<file path="src/rtl/dacFrontPkg.sv">
package dacFrontPkg;
  typedef struct packed {
    logic shiftEn;  // qualified serial clock rising edge
    logic loadEn;   // holding register follows shift register
    logic errSet;   // shift attempted while load is active
  } dacStrobe_t;
endpackage

</file>
<file path="src/rtl/dacCtrl.sv">
module dacCtrl
  import dacFrontPkg::*;
(
  input  logic       clk,
  input  logic       rst,
  input  logic       csN,
  input  logic       sclk,
  input  logic       loadN,
  input  logic       errClr,
  output dacStrobe_t strobe,
  output logic       errFlag
);
  logic sclkPrev;
  logic sclkRise;

  // previous sample of the serial clock for edge detection
  always_ff @(posedge clk) begin
    if (rst) sclkPrev <= sclk;
    else     sclkPrev <= sclk;
  end

  assign sclkRise = sclk & ~sclkPrev;

  always_comb begin
    strobe.shiftEn = sclkRise & ~csN;
    strobe.loadEn  = ~loadN;
    strobe.errSet  = sclkRise & ~csN & ~loadN;
  end

  // sticky misuse flag; a new set outranks the clear request
  always_ff @(posedge clk) begin
    if (rst)                errFlag <= 1'b0;
    else if (strobe.errSet) errFlag <= 1'b1;
    else if (errClr)        errFlag <= 1'b0;
  end
endmodule

</file>
<file path="src/rtl/dacPath.sv">
module dacPath
  import dacFrontPkg::*;
#(
  parameter int W               = 12,
  parameter int HALF_MV_PER_LSB = 1,
  parameter int LVL_W           = W + 1
) (
  input  logic             clk,
  input  logic             rst,
  input  logic             clrN,
  input  logic             sdi,
  input  dacStrobe_t       strobe,
  output logic [W-1:0]     shiftWord,
  output logic [W-1:0]     holdWord,
  output logic [LVL_W-1:0] level
);
  // input shift register, most significant bit arrives first
  always_ff @(posedge clk) begin
    if (rst)                 shiftWord <= '0;
    else if (strobe.shiftEn) shiftWord <= {shiftWord[W-2:0], sdi};
  end

  // holding register: asynchronous clear outranks reset and load
  always_ff @(posedge clk or negedge clrN) begin
    if (!clrN)              holdWord <= '0;
    else if (rst)           holdWord <= '0;
    else if (strobe.loadEn) holdWord <= shiftWord;
  end

  generate
    if (HALF_MV_PER_LSB == 1) begin : g_unitScale
      assign level = LVL_W'(holdWord);
    end else begin : g_scaled
      assign level = LVL_W'(holdWord) * LVL_W'(HALF_MV_PER_LSB);
    end
  endgenerate
endmodule

</file>
<file path="src/rtl/dacFront.sv">
module dacFront
  import dacFrontPkg::*;
#(
  parameter int W               = 12,
  parameter int HALF_MV_PER_LSB = 1,
  localparam int LVL_W          = W + $clog2(HALF_MV_PER_LSB + 1)
) (
  input  logic             clk,
  input  logic             rst,
  input  logic             csN,
  input  logic             sclk,
  input  logic             sdi,
  input  logic             loadN,
  input  logic             clrN,
  input  logic             errClr,
  output logic [W-1:0]     dacCode,
  output logic [LVL_W-1:0] levelHalfMv,
  output logic             errFlag
);
  dacStrobe_t   strobe;
  logic [W-1:0] shiftWord;

  dacCtrl u_ctrl (
    .clk(clk), .rst(rst), .csN(csN), .sclk(sclk), .loadN(loadN),
    .errClr(errClr), .strobe(strobe), .errFlag(errFlag)
  );

  dacPath #(.W(W), .HALF_MV_PER_LSB(HALF_MV_PER_LSB), .LVL_W(LVL_W)) u_path (
    .clk(clk), .rst(rst), .clrN(clrN), .sdi(sdi), .strobe(strobe),
    .shiftWord(shiftWord), .holdWord(dacCode), .level(levelHalfMv)
  );
endmodule

</file>
<file path="config.mk">
export PLATFORM = sky130hd
export DESIGN_NAME = dacFront
export DESIGN_NICKNAME = d
export VERILOG_FILES = /design/src/rtl/dacFrontPkg.sv /design/src/rtl/dacCtrl.sv /design/src/rtl/dacPath.sv /design/src/rtl/dacFront.sv
export SDC_FILE = /design/constraint.sdc
export NUM_CORES = 1
export LEC_CHECK = 0
export BUFFER_PORTS_ARGS = -buffer_cell sky130_fd_sc_hd__clkbuf_2
export CAP_MARGIN = 20
export CORE_MARGIN = 2
export CORE_UTILIZATION = 35
export CTS_CLUSTER_SIZE = 28
export DETAILED_ROUTE_END_ITERATION = 12
export GPL_TIMING_DRIVEN = 0
export PLACE_DENSITY = 0.63
export RECOVER_POWER = 100
export SLEW_MARGIN = 40
export SYNTH_ARGS = -nofsm -noshare
export SYNTH_HDL_FRONTEND = slang
export SYNTH_HIERARCHICAL = 1
export SYNTH_SLANG_ARGS = --single-unit
</file>
<file path="constraint.sdc">
create_clock -name clk -period 1.4 [get_ports clk]
set_input_delay 0.21 -clock clk [delete_from_list [all_inputs] [get_ports clk]]
set_output_delay 0.21 -clock clk [all_outputs]
set_load 0.005 [all_outputs]
</file>
== Word-level counts from Yosys, hierarchy flattened ==
Cells that the tools add are included.

* Add/sub/neg operators: 0
* Multipliers: 0
* Divide/modulo/power cells: 0
* Order comparisons: 0
* Equal/unequal tests: 1
* Shifts and indexed selects: 0
* Multiplexer cells: 4
* Bitwise operators: 6
* Reduce and logical (&&, ||, !) cells: 1

{| class="wikitable"
|+ Operators by type and width
! cell !! count
|-
| $mux W12 || 2
|-
| $and A1 B1 Y1 || 3
|-
| $not A1 Y1 || 3
|-
| $mux W1 || 2
|-
| $ne A2 B2 Y1 const B || 1
|-
| $reduce_bool A2 Y1 || 1
|}

* Register bits after elaboration: 26
* Bits in latches: 0
* Bits in writable memories: 0
* Bits in read-only memories: 0
* Bits of input ports: 8
* Output and inout port bits: 26
* Word-level logic and storage cells: 16
* Memories: 0

== Logic depth before layout (Yosys ltp) ==
* Depth after elaboration: 5
* Gate-level depth with buffers: 4
* Depth with buffers taken out: 3

== Cells and area by module ==
The synthesis kept the hierarchy.

{| class="wikitable"
|+ By module, submodules not included
! module !! instances !! cells an instance !! area each (um^2) !! seq. area each (um^2)
|-
| dacPath || 1 || 90 || 1,004.7 || 540.5
|-
| dacCtrl || 1 || 7 || 91.3 || 40.0
|}

== Least setup slack after synthesis ==
Ideal clock, no wire load.

* Kind: register to register
* From: register u_ctrl.sclkPrev
* To: register u_path.shiftWord[0]
* Library setup time: 0.117 ns
* Arrival time: 1.198 ns
* Data required time: 1.283 ns
* Path slack: 0.085 ns
* Cell stages (with the launch flop): 5
* Buffers on the path: 1
* Period minus slack after synthesis: 1.315 ns
* Cell sequence: dfxtp_1 -> nor3b_1 -> buf_6 -> mux2i_1 -> nor2_1

{| class="wikitable"
|+ RTL lines
! element !! RTL line !! source
|-
| start, declared || dacCtrl.sv:13 || <nowiki>logic sclkPrev;</nowiki>
|-
| start signal, assigned || dacCtrl.sv:18 || <nowiki>if (rst) sclkPrev <= sclk;</nowiki>
|-
| start signal, assigned || dacCtrl.sv:19 || <nowiki>else sclkPrev <= sclk;</nowiki>
|-
| end signal, assigned || dacPath.sv:20 || <nowiki>else if (strobe.shiftEn) shiftWord <= {shiftWord[W-2:0], sdi};</nowiki>
|-
| end, declared || dacPath.sv:13 || <nowiki>output logic [W-1:0] shiftWord,</nowiki>
|}

==> results.py <==
metrics = {
    "hold_path": {
        "hp-class": "primary input to flip-flop",
    },
    "synthesis": {
        "synth_area_sq_um": 1100,
        "synth_cells": 97,
        "synth_cell_type_count": 13,
        "synth_nets": 105,
        "ys_ff_latch": 26,
        "synth_top_area_share": 0.274,
        "synth.yosys.seq_area_share": 0.530,
        "synth_top_area_cell": "dfrtp_1",
        "synth_warnings": 6,
        "syn_area_per_cell_sq_um": 11.3,
        "synthTopCellsByArea": "dfrtp_1 (27%), dfxtp_1 (26%), mux2i_1 (22%), buf_4 (8.9%), nor2_1 (8.2%)",
    },
    "flow_run": {
        "drv_cap": 0,
    },
    "sta": {
        "fin_skew_ns": 0.00372,
        "worst_pin_slew_ns": 0.745,
        "fin_ws_ns": 0.163,
        "fmax_ghz": 0.808,
        "period_minus_slack_ns": 1.24,
        "slew_headroom": 0.504,
        "drv_slew": 0,
        "rsz0062_at_grt": "no",
        "timing.final.crit_share": 0.884,
        "hold_violations": 0,
        "hold_slack_ns": 0.0495,
        "tns_ns": 0,
        "setup_viol": 0,
    },
    "power_and_ir_drop": {
        "total_power_mw": 1.13,
        "power_density_nw_per_um2": 840,
        "p_leak_nw": 0.670,
        "ir_drop_mv": 0.273,
    },
    "clocking": {
        "clk_pin_slew_ns": 0.13,
        "clockBufferDepth": 2,
        "htreeDepth": 1,
        "cts_root_buffer": "clkbuf_4",
        "cts_tree": "done",
        "cts_buffers": 3,
        "cts_num_sinks": 26,
        "clk_latency_ns": 0.30,
    },
    "worst_setup_path": {
        "cp.required_ns": 1.61,
        "worstPathMaxFanout": 10,
        "cp-end-kind": "flip-flop",
        "crit_slowest_cell": "dfxtp_1",
        "path_buf_inv": 1,
        "slowest_delay_ns": 0.38,
        "cp-start-kind": "flip-flop",
        "arrival_ns": 1.44,
        "worst-setup-path-type": "flip-flop to flip-flop",
        "path_delay_family": "flip-flops",
        "worstPathCellList": "nor3b_4, buf_6, mux2i_1, nor2_1",
    },
    "drt": {
        "via_count": 743,
        "drc": 0,
        "viasPerCell": 4.20,
        "postRouteAntennaNets": 0,
        "wl_per_cell_microns": 10.8,
        "drt_wl_total_microns": 1910,
        "drt_iter0_markers": 6,
        "dr.pass1.iters": 4,
    },
    "global_routing": {
        "antenna_found_initial": 0,
        "grt_usage": 0.122,
        "grt_pass1_wl_microns": 3170,
        "first_global_vias": 681,
        "grt_max_degree": 14,
        "grt-ovfl-total": 0,
    },
    "final_layout": {
        "nets": 143,
        "layout-drive-gt1-share": 0.338,
        "final_core_util": 0.444,
        "layout_common_cells": "mux2i_1 (24), nor2_1 (24), clkbuf_2 (23), dfxtp_1 (14), clkbuf_4 (13)",
        "area_growth_pct": 22.6,
        "final_area_sq_um": 1340,
        "stdcell_count": 177,
        "antenna_cells": 0,
    },
    "floorplanning": {
        "dieHeight_microns": 60.0,
        "io_pins": 34,
        "die_area_sq_um": 3600,
        "row_count": 20,
        "dieWidth_microns": 60.0,
        "coreArea_sq_um": 3030,
        "initial_core_util": 0.362,
    },
    "run_status": {
        "status": "finished clean",
    },
    "place": {
        "dp.cells": 173,
        "dp_hpwl_microns": 1390,
        "io_buffer_count": 32,
        "dp_slack_ns": -0.0580,
        "place_area_sq_um": 1310,
        "gp_congestion": 0.678,
    },
}
-- area by class of cell --
cell class                      count  area, sq um
Fill cell                         297         1680
Clock buffer                        3         22.5
Buffer                             17          130
Sequential cell                    26          581
Timing Repair Buffer               33          159
Inverter                            1         3.75
Multi-Input combinational cell     53          393
Tap cell                           44         55.1
-- sequential cells by signal, summed over array words and instances, names as in the netlist --
register / cells
u_path/holdWord: 12
u_ctrl/errFlag: 1
u_path/shiftWord: 12
u_ctrl/sclkPrev: 1
-- power by group --
part | internal, mW | leakage [nW] | switching [mW]
clock network | 0.100 | 0.0138 | 0.195
logic | 0.0363 | 0.375 | 0.0452
registers | 0.749 | 0.281 | 0.00393
-- kinds of logic (layout without fill, tap and decap cells) --
kind of cell | count (synthesis) | in the layout | synth area share
AOI/OAI and AO/OA | 1 | 1 | 0.00913
buffers and inverters | 18 | 54 | 0.122
and+or+nand+nor | 27 | 27 | 0.116
muxes | 24 | 24 | 0.219
other | 1 | 1 | 0.00342
DFF | 26 | 26 | 0.530
-- worst register-to-register path, stage by stage, from the launching register on --
cell	delay, ns
dfxtp_1	0.38
nor3b_4	0.29
buf_6	0.21
mux2i_1	0.21
nor2_1	0.05
-- per-layer routing --
metal  track usage  share of wire  vias to the layer above
met5             0              0                        -
met1         0.152           0.45                      350
met3        0.0260          0.033                        2
met4        0.0667          0.014                        0
met2         0.197           0.50                       16
li1              -              -                      375
-- worst paths after layout --
| kind | start | slack, ns | cells past startpoint | to |
|---|---|---|---|---|
| max in group asynchronous | clrN | 0.47 | 2 | u_path/holdWord[9] |
| min | sclk | 0.05 | 1 | u_ctrl/sclkPrev |
| max reg2reg | u_ctrl/sclkPrev | 0.16 | 4 | u_path/shiftWord[6] |
| max | u_ctrl/sclkPrev | 0.16 | 4 | u_path/shiftWord[6] |
| min reg2reg | u_path/shiftWord[4] | 0.54 | 2 | u_path/shiftWord[4] |
| min in group asynchronous | clrN | 0.46 | 2 | u_path/holdWord[2] |
-- Yosys cell counts --
master,count
nor4b_4,1
mux2i_1,24
buf_4,13
conb_1,1
buf_2,2
nor2b_1,1
o21ba_1,1
dfxtp_1,14
buf_6,2
nor2_1,24
inv_1,1
dfrtp_1,12
nor3b_1,1
-- timing repair --
item,4_1_cts,5_1_grt
resized for setup,1,1
hold buffers,1,0
setup buffers,0,0
endpoints found under the setup margin,10,5
hold endpoints to repair,12,0
Power figures use the tool's default switching activity.
